File: config.mk
export PLATFORM = sky130hd
export DESIGN_NAME = hlclkdiv
export DESIGN_NICKNAME = d
export VERILOG_FILES = /design/src/rtl/hlclkdiv_pkg.sv /design/src/rtl/hlclkdiv_regs.sv /design/src/rtl/hlclkdiv_phase.sv /design/src/rtl/hlclkdiv_gate.sv /design/src/rtl/hlclkdiv.sv
export SDC_FILE = /design/constraint.sdc
export NUM_CORES = 1
export LEC_CHECK = 0
export BUFFER_PORTS_ARGS = -buffer_cell sky130_fd_sc_hd__buf_4
export CORE_UTILIZATION = 50
export DETAILED_ROUTE_END_ITERATION = 10
export GPL_TIMING_DRIVEN = 0
export PLACE_DENSITY_LB_ADDON = 0.25
export SLEW_MARGIN = 40
export SYNTH_ARGS = -nofsm -noshare
export SYNTH_HDL_FRONTEND = slang
export SYNTH_SLANG_ARGS = --single-unit
File: constraint.sdc
create_clock -name clk -period 6.1 [get_ports clk]
set_input_delay 0.61 -clock clk [delete_from_list [all_inputs] [get_ports clk]]
set_output_delay 0.61 -clock clk [all_outputs]
set_load 0.01 [all_outputs]
File: src/rtl/hlclkdiv_pkg.sv
package hlclkdiv_pkg;

    typedef enum logic {
        SEL_CTRL = 1'b0,
        SEL_GATE = 1'b1
    } reg_sel_e;

    localparam int CTRL_EN_BIT = 0;
    localparam int GATE_ON_BIT = 0;

    function automatic int wider(input int a, input int b);
        return (a > b) ? a : b;
    endfunction

endpackage

File: src/rtl/hlclkdiv_regs.sv
module hlclkdiv_regs
    import hlclkdiv_pkg::*;
#(
    parameter int DATA_W   = 32,
    parameter int HI_W     = 8,
    parameter int LO_W     = 8,
    parameter int HAS_GATE = 1
) (
    input  logic              clk,
    input  logic              rst_n,
    input  logic              wr_en,
    input  logic              rd_en,
    input  logic              reg_sel,
    input  logic [DATA_W-1:0] wdata,
    output logic [DATA_W-1:0] rdata,
    output logic              cfg_en,
    output logic [HI_W-1:0]   cfg_hi,
    output logic [LO_W-1:0]   cfg_lo,
    output logic              gate_req
);

    localparam int HI_LSB = CTRL_EN_BIT + 1;
    localparam int HI_MSB = HI_LSB + HI_W - 1;
    localparam int LO_LSB = HI_MSB + 1;
    localparam int LO_MSB = LO_LSB + LO_W - 1;

    typedef struct packed {
        logic              en;
        logic [HI_W-1:0]   hi;
        logic [LO_W-1:0]   lo;
        logic              gate;
        logic [DATA_W-1:0] rdata;
    } regs_t;

    regs_t       r_d, r_q;
    reg_sel_e    sel;
    logic [DATA_W-1:0] ctrl_view;
    logic [DATA_W-1:0] gate_view;

    // Upper write-data bits carry no field; fold them into a sink.
    generate
        if (DATA_W > LO_MSB + 1) begin : g_spare
            logic unused_wdata_hi;
            assign unused_wdata_hi = ^wdata[DATA_W-1:LO_MSB+1];
        end
    endgenerate

    always_comb begin
        sel = reg_sel_e'(reg_sel);

        ctrl_view                  = '0;
        ctrl_view[CTRL_EN_BIT]     = r_q.en;
        ctrl_view[HI_MSB:HI_LSB]   = r_q.hi;
        ctrl_view[LO_MSB:LO_LSB]   = r_q.lo;

        gate_view                  = '0;
        gate_view[GATE_ON_BIT]     = r_q.gate;

        r_d = r_q;

        if (wr_en) begin
            unique case (sel)
                SEL_CTRL: begin
                    r_d.en = wdata[CTRL_EN_BIT];
                    r_d.hi = wdata[HI_MSB:HI_LSB];
                    r_d.lo = wdata[LO_MSB:LO_LSB];
                end
                SEL_GATE: begin
                    // A channel built without a gate keeps it open.
                    r_d.gate = (HAS_GATE != 0) ? wdata[GATE_ON_BIT] : 1'b1;
                end
            endcase
        end

        if (rd_en) begin
            r_d.rdata = (sel == SEL_CTRL) ? ctrl_view : gate_view;
        end
    end

    always_ff @(posedge clk or negedge rst_n) begin
        if (!rst_n) begin
            r_q <= '{en: 1'b0, hi: '0, lo: '0, gate: 1'b1, rdata: '0};
        end else begin
            r_q <= r_d;
        end
    end

    assign rdata    = r_q.rdata;
    assign cfg_en   = r_q.en;
    assign cfg_hi   = r_q.hi;
    assign cfg_lo   = r_q.lo;
    assign gate_req = r_q.gate;

endmodule

File: src/rtl/hlclkdiv_phase.sv
module hlclkdiv_phase
    import hlclkdiv_pkg::*;
#(
    parameter int HI_W = 8,
    parameter int LO_W = 8
) (
    input  logic            clk,
    input  logic            rst_n,
    input  logic            cfg_en,
    input  logic [HI_W-1:0] cfg_hi,
    input  logic [LO_W-1:0] cfg_lo,
    output logic            act_en,
    output logic            phase,
    output logic            phase_nxt,
    output logic [HI_W-1:0] act_hi,
    output logic [LO_W-1:0] act_lo
);

    localparam int CNT_W = wider(HI_W, LO_W);

    typedef struct packed {
        logic             en;
        logic [HI_W-1:0]  hi;
        logic [LO_W-1:0]  lo;
        logic             phase;
        logic [CNT_W-1:0] cnt;
    } ph_t;

    ph_t  s_d, s_q;
    logic cnt_done;
    logic take_cfg;

    always_comb begin
        cnt_done = (s_q.cnt == '0);
        // New settings are sampled in bypass or at the close of a low phase.
        take_cfg = !s_q.en || (cnt_done && !s_q.phase);

        s_d = s_q;

        if (take_cfg) begin
            if (cfg_en) begin
                s_d.en    = 1'b1;
                s_d.hi    = cfg_hi;
                s_d.lo    = cfg_lo;
                s_d.phase = 1'b1;
                s_d.cnt   = CNT_W'(cfg_hi);
            end else begin
                s_d.en    = 1'b0;
                s_d.phase = 1'b0;
                s_d.cnt   = '0;
            end
        end else if (!cnt_done) begin
            s_d.cnt = s_q.cnt - 1'b1;
        end else begin
            // End of the high phase: begin the low phase.
            s_d.phase = 1'b0;
            s_d.cnt   = CNT_W'(s_q.lo);
        end
    end

    always_ff @(posedge clk or negedge rst_n) begin
        if (!rst_n) begin
            s_q <= '0;
        end else begin
            s_q <= s_d;
        end
    end

    assign act_en    = s_q.en;
    assign phase     = s_q.phase;
    assign phase_nxt = s_d.phase;
    assign act_hi    = s_q.hi;
    assign act_lo    = s_q.lo;

endmodule

File: src/rtl/hlclkdiv_gate.sv
module hlclkdiv_gate (
    input  logic clk,
    input  logic rst_n,
    input  logic gate_req,
    input  logic phase_nxt,
    output logic gate_act,
    output logic byp_gate
);

    typedef struct packed {
        logic on;
    } gt_t;

    gt_t  g_d, g_q;
    logic byp_q;

    always_comb begin
        g_d = g_q;
        // Follow the request only when the divided phase will be low.
        if (!phase_nxt) begin
            g_d.on = gate_req;
        end
    end

    always_ff @(posedge clk or negedge rst_n) begin
        if (!rst_n) begin
            g_q <= '{on: 1'b1};
        end else begin
            g_q <= g_d;
        end
    end

    // Bypass path: retime on the falling edge so the AND with the parent
    // clock only changes while that clock is low.
    always_ff @(negedge clk or negedge rst_n) begin
        if (!rst_n) begin
            byp_q <= 1'b1;
        end else begin
            byp_q <= g_q.on;
        end
    end

    assign gate_act = g_q.on;
    assign byp_gate = byp_q;

endmodule

File: src/rtl/hlclkdiv.sv
module hlclkdiv
    import hlclkdiv_pkg::*;
#(
    parameter int DATA_W   = 32,
    parameter int HI_W     = 8,
    parameter int LO_W     = 8,
    parameter int HAS_GATE = 1
) (
    input  logic              clk,
    input  logic              rst_n,
    input  logic              wr_en,
    input  logic              rd_en,
    input  logic              reg_sel,
    input  logic [DATA_W-1:0] wdata,
    output logic [DATA_W-1:0] rdata,
    output logic              clk_div_o
);

    logic            cfg_en;
    logic [HI_W-1:0] cfg_hi;
    logic [LO_W-1:0] cfg_lo;
    logic            gate_req;
    logic            act_en;
    logic            phase;
    logic            phase_nxt;
    logic [HI_W-1:0] act_hi;
    logic [LO_W-1:0] act_lo;
    logic            gate_act;
    logic            byp_gate;

    hlclkdiv_regs #(
        .DATA_W  (DATA_W),
        .HI_W    (HI_W),
        .LO_W    (LO_W),
        .HAS_GATE(HAS_GATE)
    ) u_regs (
        .clk     (clk),
        .rst_n   (rst_n),
        .wr_en   (wr_en),
        .rd_en   (rd_en),
        .reg_sel (reg_sel),
        .wdata   (wdata),
        .rdata   (rdata),
        .cfg_en  (cfg_en),
        .cfg_hi  (cfg_hi),
        .cfg_lo  (cfg_lo),
        .gate_req(gate_req)
    );

    hlclkdiv_phase #(
        .HI_W(HI_W),
        .LO_W(LO_W)
    ) u_phase (
        .clk      (clk),
        .rst_n    (rst_n),
        .cfg_en   (cfg_en),
        .cfg_hi   (cfg_hi),
        .cfg_lo   (cfg_lo),
        .act_en   (act_en),
        .phase    (phase),
        .phase_nxt(phase_nxt),
        .act_hi   (act_hi),
        .act_lo   (act_lo)
    );

    hlclkdiv_gate u_gate (
        .clk      (clk),
        .rst_n    (rst_n),
        .gate_req (gate_req),
        .phase_nxt(phase_nxt),
        .gate_act (gate_act),
        .byp_gate (byp_gate)
    );

    assign clk_div_o = act_en ? (phase & gate_act) : (clk & byp_gate);

endmodule

==> results.cfg, run 1 <==
[timing]
tightestPinTransition_ns = 0.675
rsz0062_at_grt = no
report.final.slew_viol_count = 0
timing_hold_violations_final = 0
total_neg_setup_slack_ns = 0
worst_clock_skew_ns = 0.0718
setup_viol = 0
whs_ns = 0.215
max_slew_margin_vs_limit = 0.550

[flow_run]
maxCapViolations = 0

[detailed_routing]
drt_drc_violations_left = 0
drt-pass1-iter-count = 4
wl_um = 5150
routed-via-count = 1791
routed_wire_length_per_instance_um = 14.5
initialDrtViolationCount = 133
post_drt_via_cell_ratio = 5.05
remaining_antenna_violation_count = 0

[global_routing]
largest_net_degree_at_the_start_of_global_routing = 56
number_of_global_route_vias_before_repair = 1821
globalRouteTotalUtil = 0.220
grt_antenna_before_repair = 0
grt.overflow.total = 0
grt_first_pass_wirelength_um = 8740

[pwr]
ir_worst_vdd_v = 0.000151
netSwitchingFraction = 0.329
p_int_w = 0.000757
power_frac_clock = 0.233
pwr-share-seq = 0.487
power_density_nw_per_um2 = 360
power_frac_comb = 0.280
p_leak_nw = 1.48
power_switching_w = 0.000371

[floorplan]
core_area_um2 = 4850
dieArea_um2 = 5480
width_of_the_chip_um = 74.1
top_level_ports = 70
die_y_um = 74.1
num_rows = 25
initial_utilization = 0.535

[setup_path]
cp_data_arrival_time_ns = 4.39
critical_path.max_fanout = 1
type_of_origin_of_the_critical_path = flop
crit_path_end_kind = primary output
worst_r2r_path_depth = 0
critPathKind = reg2out
launch_point_of_the_worst_reg_to_reg_path = u_gate.gate_act
reg2reg_slack_ns = 2.49
regToRegEndpoint = u_gate.byp_gate
critical_path_required_ns = 5.49

[place]
portBuffers = 37
finalWeightedCongestion = 0.796
detailedPlacementHpwl_um = 3540

[layout]
area_growth_syn_to_layout_pct = 20.8
diodes = 0
mostFrequentLayoutCells = buf_4 (52), dfrtp_1 (52), mux2_2 (26), inv_1 (20), o21ai_0 (19)
num-nets-final = 325
post-route-util = 0.647
drive_gt1_frac = 0.344

[worst_hold_path]
hold_path.class = in2async

[logic_synthesis]
yosys_register_bits = 55
synth_enable_flop_cells = 0
ys_types = 39
synthesis.area_per_instance_um2 = 11.5
summed_instance_area_of_the_synthesized_netlist_um2 = 2600
synthFlopType = dfrtp_1
yosysWarnings = 0
synth_sequential_area_ratio = 0.532
proportion_of_synthesized_flip_flops_having_asynchronous_set_or_reset = 1.00
post_synth_inst_count = 226

[cts]
cts_setup_buffers = 0
tritoncts = built
number_of_hold_buffers_added_after_cts = 0
cts_resized = 0
worstSkewPairLatency_ns = 0.49
clk_transition_reported_paths_ns = 0.09

[outcome]
status = finished, final reports clean
-- worst max path at each step --
stage,startpoint,to,slack (ns),depth (start not counted)
2_1_floorplan,u_gate.byp_gate,clk_div_o,1.64,2
3_3_place_gp,u_gate.byp_gate,clk_div_o,1.65,3
3_5_place_dp,u_gate.byp_gate,clk_div_o,1.65,3
4_1_cts,u_gate.byp_gate,clk_div_o,1.06,3
5_1_grt,u_gate.byp_gate,clk_div_o,0.96,3
6_report,u_gate.byp_gate,clk_div_o,1.10,3
-- power by group through the flow --
stage | clock network [W] | logic, W | registers [W]
after floorplan | 0.00000620 | 0.000234 | 0.000536
after global placement | 0.00000988 | 0.000304 | 0.000552
after detailed placement | 0.00000988 | 0.000316 | 0.000555
after CTS | 0.000268 | 0.000317 | 0.000549
after global routing | 0.000287 | 0.000357 | 0.000563
final | 0.000262 | 0.000316 | 0.000550
-- cells in the mapped netlist, types with 3 or more instances --
library cell	n	area share
dfrtp_1	52	0.50
mux2_2	26	0.11
inv_1	20	0.029
o21ai_0	19	0.037
nand3b_1	16	0.046
buf_4	15	0.043
nand2_1	12	0.017
clkbuf_1	11	0.016
a21oi_1	5	0.0096
a22o_1	4	0.013
dfstp_2	3	0.030
mux2i_1	3	0.012
nand3_1	3	0.0058
nor2_1	3	0.0043
o2bb2ai_1	3	0.010
xor2_1	3	0.010
-- metal layers --
| metal | up-vias | GRT usage | part of all wire |
|---|---|---|---|
| met1 | 862 | 0.281 | 0.45 |
| met5 | - | 0 | 0 |
| li1 | 872 | - | - |
| met2 | 54 | 0.347 | 0.49 |
| met3 | 3 | 0.0772 | 0.048 |
| met4 | 0 | 0.0769 | 0.0056 |
-- layout make-up --
| cell class | instances | area, um2 |
|---|---|---|
| Fill cell | 399 | 1710 |
| Sequential cell | 55 | 1380 |
| Multi-Input combinational cell | 137 | 1020 |
| Timing Repair Buffer | 36 | 270 |
| Buffer | 28 | 174 |
| Clock buffer | 10 | 121 |
| Tap cell | 67 | 83.8 |
| Inverter | 19 | 71.3 |
| Clock inverter | 3 | 16.3 |
-- logic make-up after synthesis --
group | count (synthesis) | share of synthesized area
multiplexers | 30 | 0.130
AND/OR/NAND/NOR | 47 | 0.120
other | 1 | 0.00144
XOR/XNOR | 3 | 0.0101
flip-flops | 55 | 0.532
buffers and inverters | 48 | 0.0959
adder cells (fa/ha/maj) | 1 | 0.00482
AO/OA/AOI/OAI | 41 | 0.107
-- critical path: stages, from the launching register on --
cell	delay, ns
dfstp_2	0.51
nand2_1	0.04
o21ai_0	0.15
buf_4	0.15
-- per-stage QoR --
step                      setup slack, ns  total power [W]  cell area [um2]  cells
final                                1.10          0.00113             3140    355
after global routing                0.957          0.00121             3140    355
after CTS                            1.06          0.00113             3140    355
after detailed placement             1.65         0.000881             3010    344
after global placement               1.65         0.000865             3010    344
after floorplan                      1.64         0.000777             2650    240
-- state kept, by name (all words and copies together) (netlist names) --
name / cells
u_regs.cfg_hi: 8
u_regs.cfg_en: 1
u_phase.act_en: 1
u_gate.gate_act: 1
u_gate.byp_gate: 1
u_phase.act_lo: 8
u_phase.phase: 1
u_regs.cfg_lo: 8
u_phase.s_q: 8
u_regs.rdata: 17
u_regs.gate_req: 1
(Power assumes the default switching activity.)
==> inputs of run 2 (changes only) <==
- ABC_AREA: unset -> 1
- CORE_UTILIZATION: 50 -> 47
- clock period: 6.1 -> 4.3 ns (I/O delays scaled with it)
==> run 2 against run 1 <==
  * Synthesized area down 3.0%
  * Cell area shrank 1.0%
  * Global-route usage down 2.4 points
  * Via count increased by 6.0%
  * Highest routed layer unchanged
  * Critical path depth unchanged
==> results.cfg, run 2 <==
[outcome]
status = finished, final reports clean

[setup_path]
critPathKind = reg2out
crit_chain = nand2_1 -> o21ai_0 -> buf_4
cp_data_arrival_time_ns = 3.43
critical_path.max_fanout = 1
critical_path_required_ns = 3.87
crit_slowest_cell = dfstp_2
type_of_origin_of_the_critical_path = flop
crit_path_end_kind = primary output
largest_incremental_delay_on_the_critical_path_ns = 0.50

[cts]
tritoncts = built
clk_transition_reported_paths_ns = 0.09
cts_resized = 0
cts_setup_buffers = 0
worstSkewPairLatency_ns = 0.47
number_of_hold_buffers_added_after_cts = 0

[global_routing]
grt_first_pass_wirelength_um = 7990
globalRouteTotalUtil = 0.196
largest_net_degree_at_the_start_of_global_routing = 56
number_of_global_route_vias_before_repair = 1735
grt.overflow.total = 0
grt_antenna_before_repair = 0

[layout]
largest_register_ff_count = 17
fill_cells = 474
most_common_library_cell_in_the_layout_ignoring_fill_and_taps = buf_4
diodes = 0
drive_gt1_frac = 0.289
post-route-util = 0.604
multiInputGateArea_um2 = 835
area.sequential_um2 = 1380
num-nets-final = 376
area_growth_syn_to_layout_pct = 23.3
mostFrequentLayoutCells = buf_4 (55), dfrtp_1 (52), inv_1 (50), nand2_1 (44), nor2_1 (21)

[floorplan]
dieArea_um2 = 5650
top_level_ports = 70
die_y_um = 75.2
width_of_the_chip_um = 75.2
initial_utilization = 0.490
core_area_um2 = 5140
num_rows = 26

[worst_hold_path]
hold_path.class = in2async

[timing]
setup_viol = 0
tightestPinTransition_ns = 0.681
worst_clock_skew_ns = 0.0665
whs_ns = 0.0516
rsz0062_at_grt = no
setup_slack_ns = 0.436
total_neg_setup_slack_ns = 0
timing_hold_violations_final = 0
report.final.slew_viol_count = 0
max_slew_margin_vs_limit = 0.546

[logic_synthesis]
largest_family_of_logic_cells_by_synthesized_area = compound AO/OA/AOI/OAI gates
summed_instance_area_of_the_synthesized_netlist_um2 = 2520
synth_simple_gate_area_share = 0.144
synth_fa_ha_area_frac = 0.00497
yosys_register_bits = 55
ys_top_cells_by_count = dfrtp_1 (52), inv_1 (50), nand2_1 (44)
synthesis.area_per_instance_um2 = 9.15
post-synth-top-area-fraction = 0.517
synth-xor-area-share = 0.00348
proportion_of_synthesized_flip_flops_having_asynchronous_set_or_reset = 1.00
synth_compound_gate_area_share = 0.153
yosysWarnings = 0
synthDominantAreaCellType = dfrtp_1
ys_types = 25
post_synth_inst_count = 275
yosys.cell_count.top_type = dfrtp_1
synth_sequential_area_ratio = 0.548
synthFlopType = dfrtp_1
muxShareOfSynthArea = 0.00447
synth_enable_flop_cells = 0
synth_area_leaders = dfrtp_1 (52%), inv_1 (7.5%), nand2_1 (6.6%), o21ai_2 (5.2%), buf_4 (4.8%)

[detailed_routing]
wl_um = 4890
post_drt_via_cell_ratio = 4.64
remaining_antenna_violation_count = 0
routed-via-count = 1898
drt_drc_violations_left = 0
routed_wire_length_per_instance_um = 12.0
drt-pass1-iter-count = 6
initialDrtViolationCount = 85

[pwr]
power_density_nw_per_um2 = 567
ir_worst_vdd_v = 0.000325
p_leak_nw = 1.64

[place]
pre_cts_ws_ns = 0.930
finalWeightedCongestion = 0.861
portBuffers = 39
detailedPlacementHpwl_um = 3490

[flow_run]
maxCapViolations = 0
run 2: changes by cell type after synthesis, sizes merged, moves of 4 or more:
cell | before | now
nand3 | 4 | 10
nand2 | 12 | 48
mux2 | 27 | 1
a21oi | 5 | 16
nor2 | 3 | 23
o21ai | 19 | 26
nand3b | 16 | 0
a22o | 4 | 0
inv | 20 | 50
clkbuf | 11 | 4
o22ai | 0 | 16
run 2: layout make-up:
type                            count  share of cell area
Clock buffer                        9              0.0379
Buffer                             24              0.0540
Inverter                           49              0.0593
Multi-Input combinational cell    160               0.269
Timing Repair Buffer               38              0.0919
Clock inverter                      4              0.0153
Sequential cell                    55               0.445
Tap cell                           70              0.0282
run 2: logic make-up after synthesis:
group,Yosys count
AOI/OAI and AO/OA,59
xor gates and xnor gates,1
adders and majority gates,1
buffers and inverters,74
DFF,55
muxes,1
other,1
and+or+nand+nor,83
run 2: final timing paths:
kind,startpoint,endpoint,slack [ns],depth (start not counted)
worst max-delay path,u_gate.byp_gate,clk_div_o,0.44,3
worst min-delay path,rst_n,u_regs.rdata[8],0.05,1
worst max register to register,u_gate.gate_act,u_gate.byp_gate,1.61,0
worst min register to register,u_gate.gate_act,u_gate.gate_act,0.47,2
max in group asynchronous,rst_n,u_gate.byp_gate,1.74,1
min in group clk,reg_sel,u_regs.gate_req,0.19,2
run 2: routing by layer:
layer  global-route usage  share of wire
met1                0.257           0.46
met2                0.304           0.48
met4               0.0967          0.017
met3               0.0495          0.037
met5                    0              0
run 2: critical path: cells and delay by family (launching register included):
family / cells / cell delay [ns]
AO/OA/AOI/OAI: 1 / 0.13
buffers and inverters: 1 / 0.14
flip-flops: 1 / 0.50
AND/OR/NAND/NOR: 1 / 0.04
run 2: where the power goes:
group          total [W]  internal [W]  switching, W
Combinational   0.000595      0.000244      0.000351
Clock           0.000428      0.000242      0.000186
Sequential      0.000738      0.000659     0.0000790
Total            0.00176       0.00114      0.000617
run 2: through the flow:
step,power [W],area (um2),instances
after detailed placement,0.00136,2950,398
after floorplan,0.00120,2570,289
after global placement,0.00134,2950,398
final,0.00176,3100,409
after CTS,0.00177,3100,409
after global routing,0.00190,3100,409
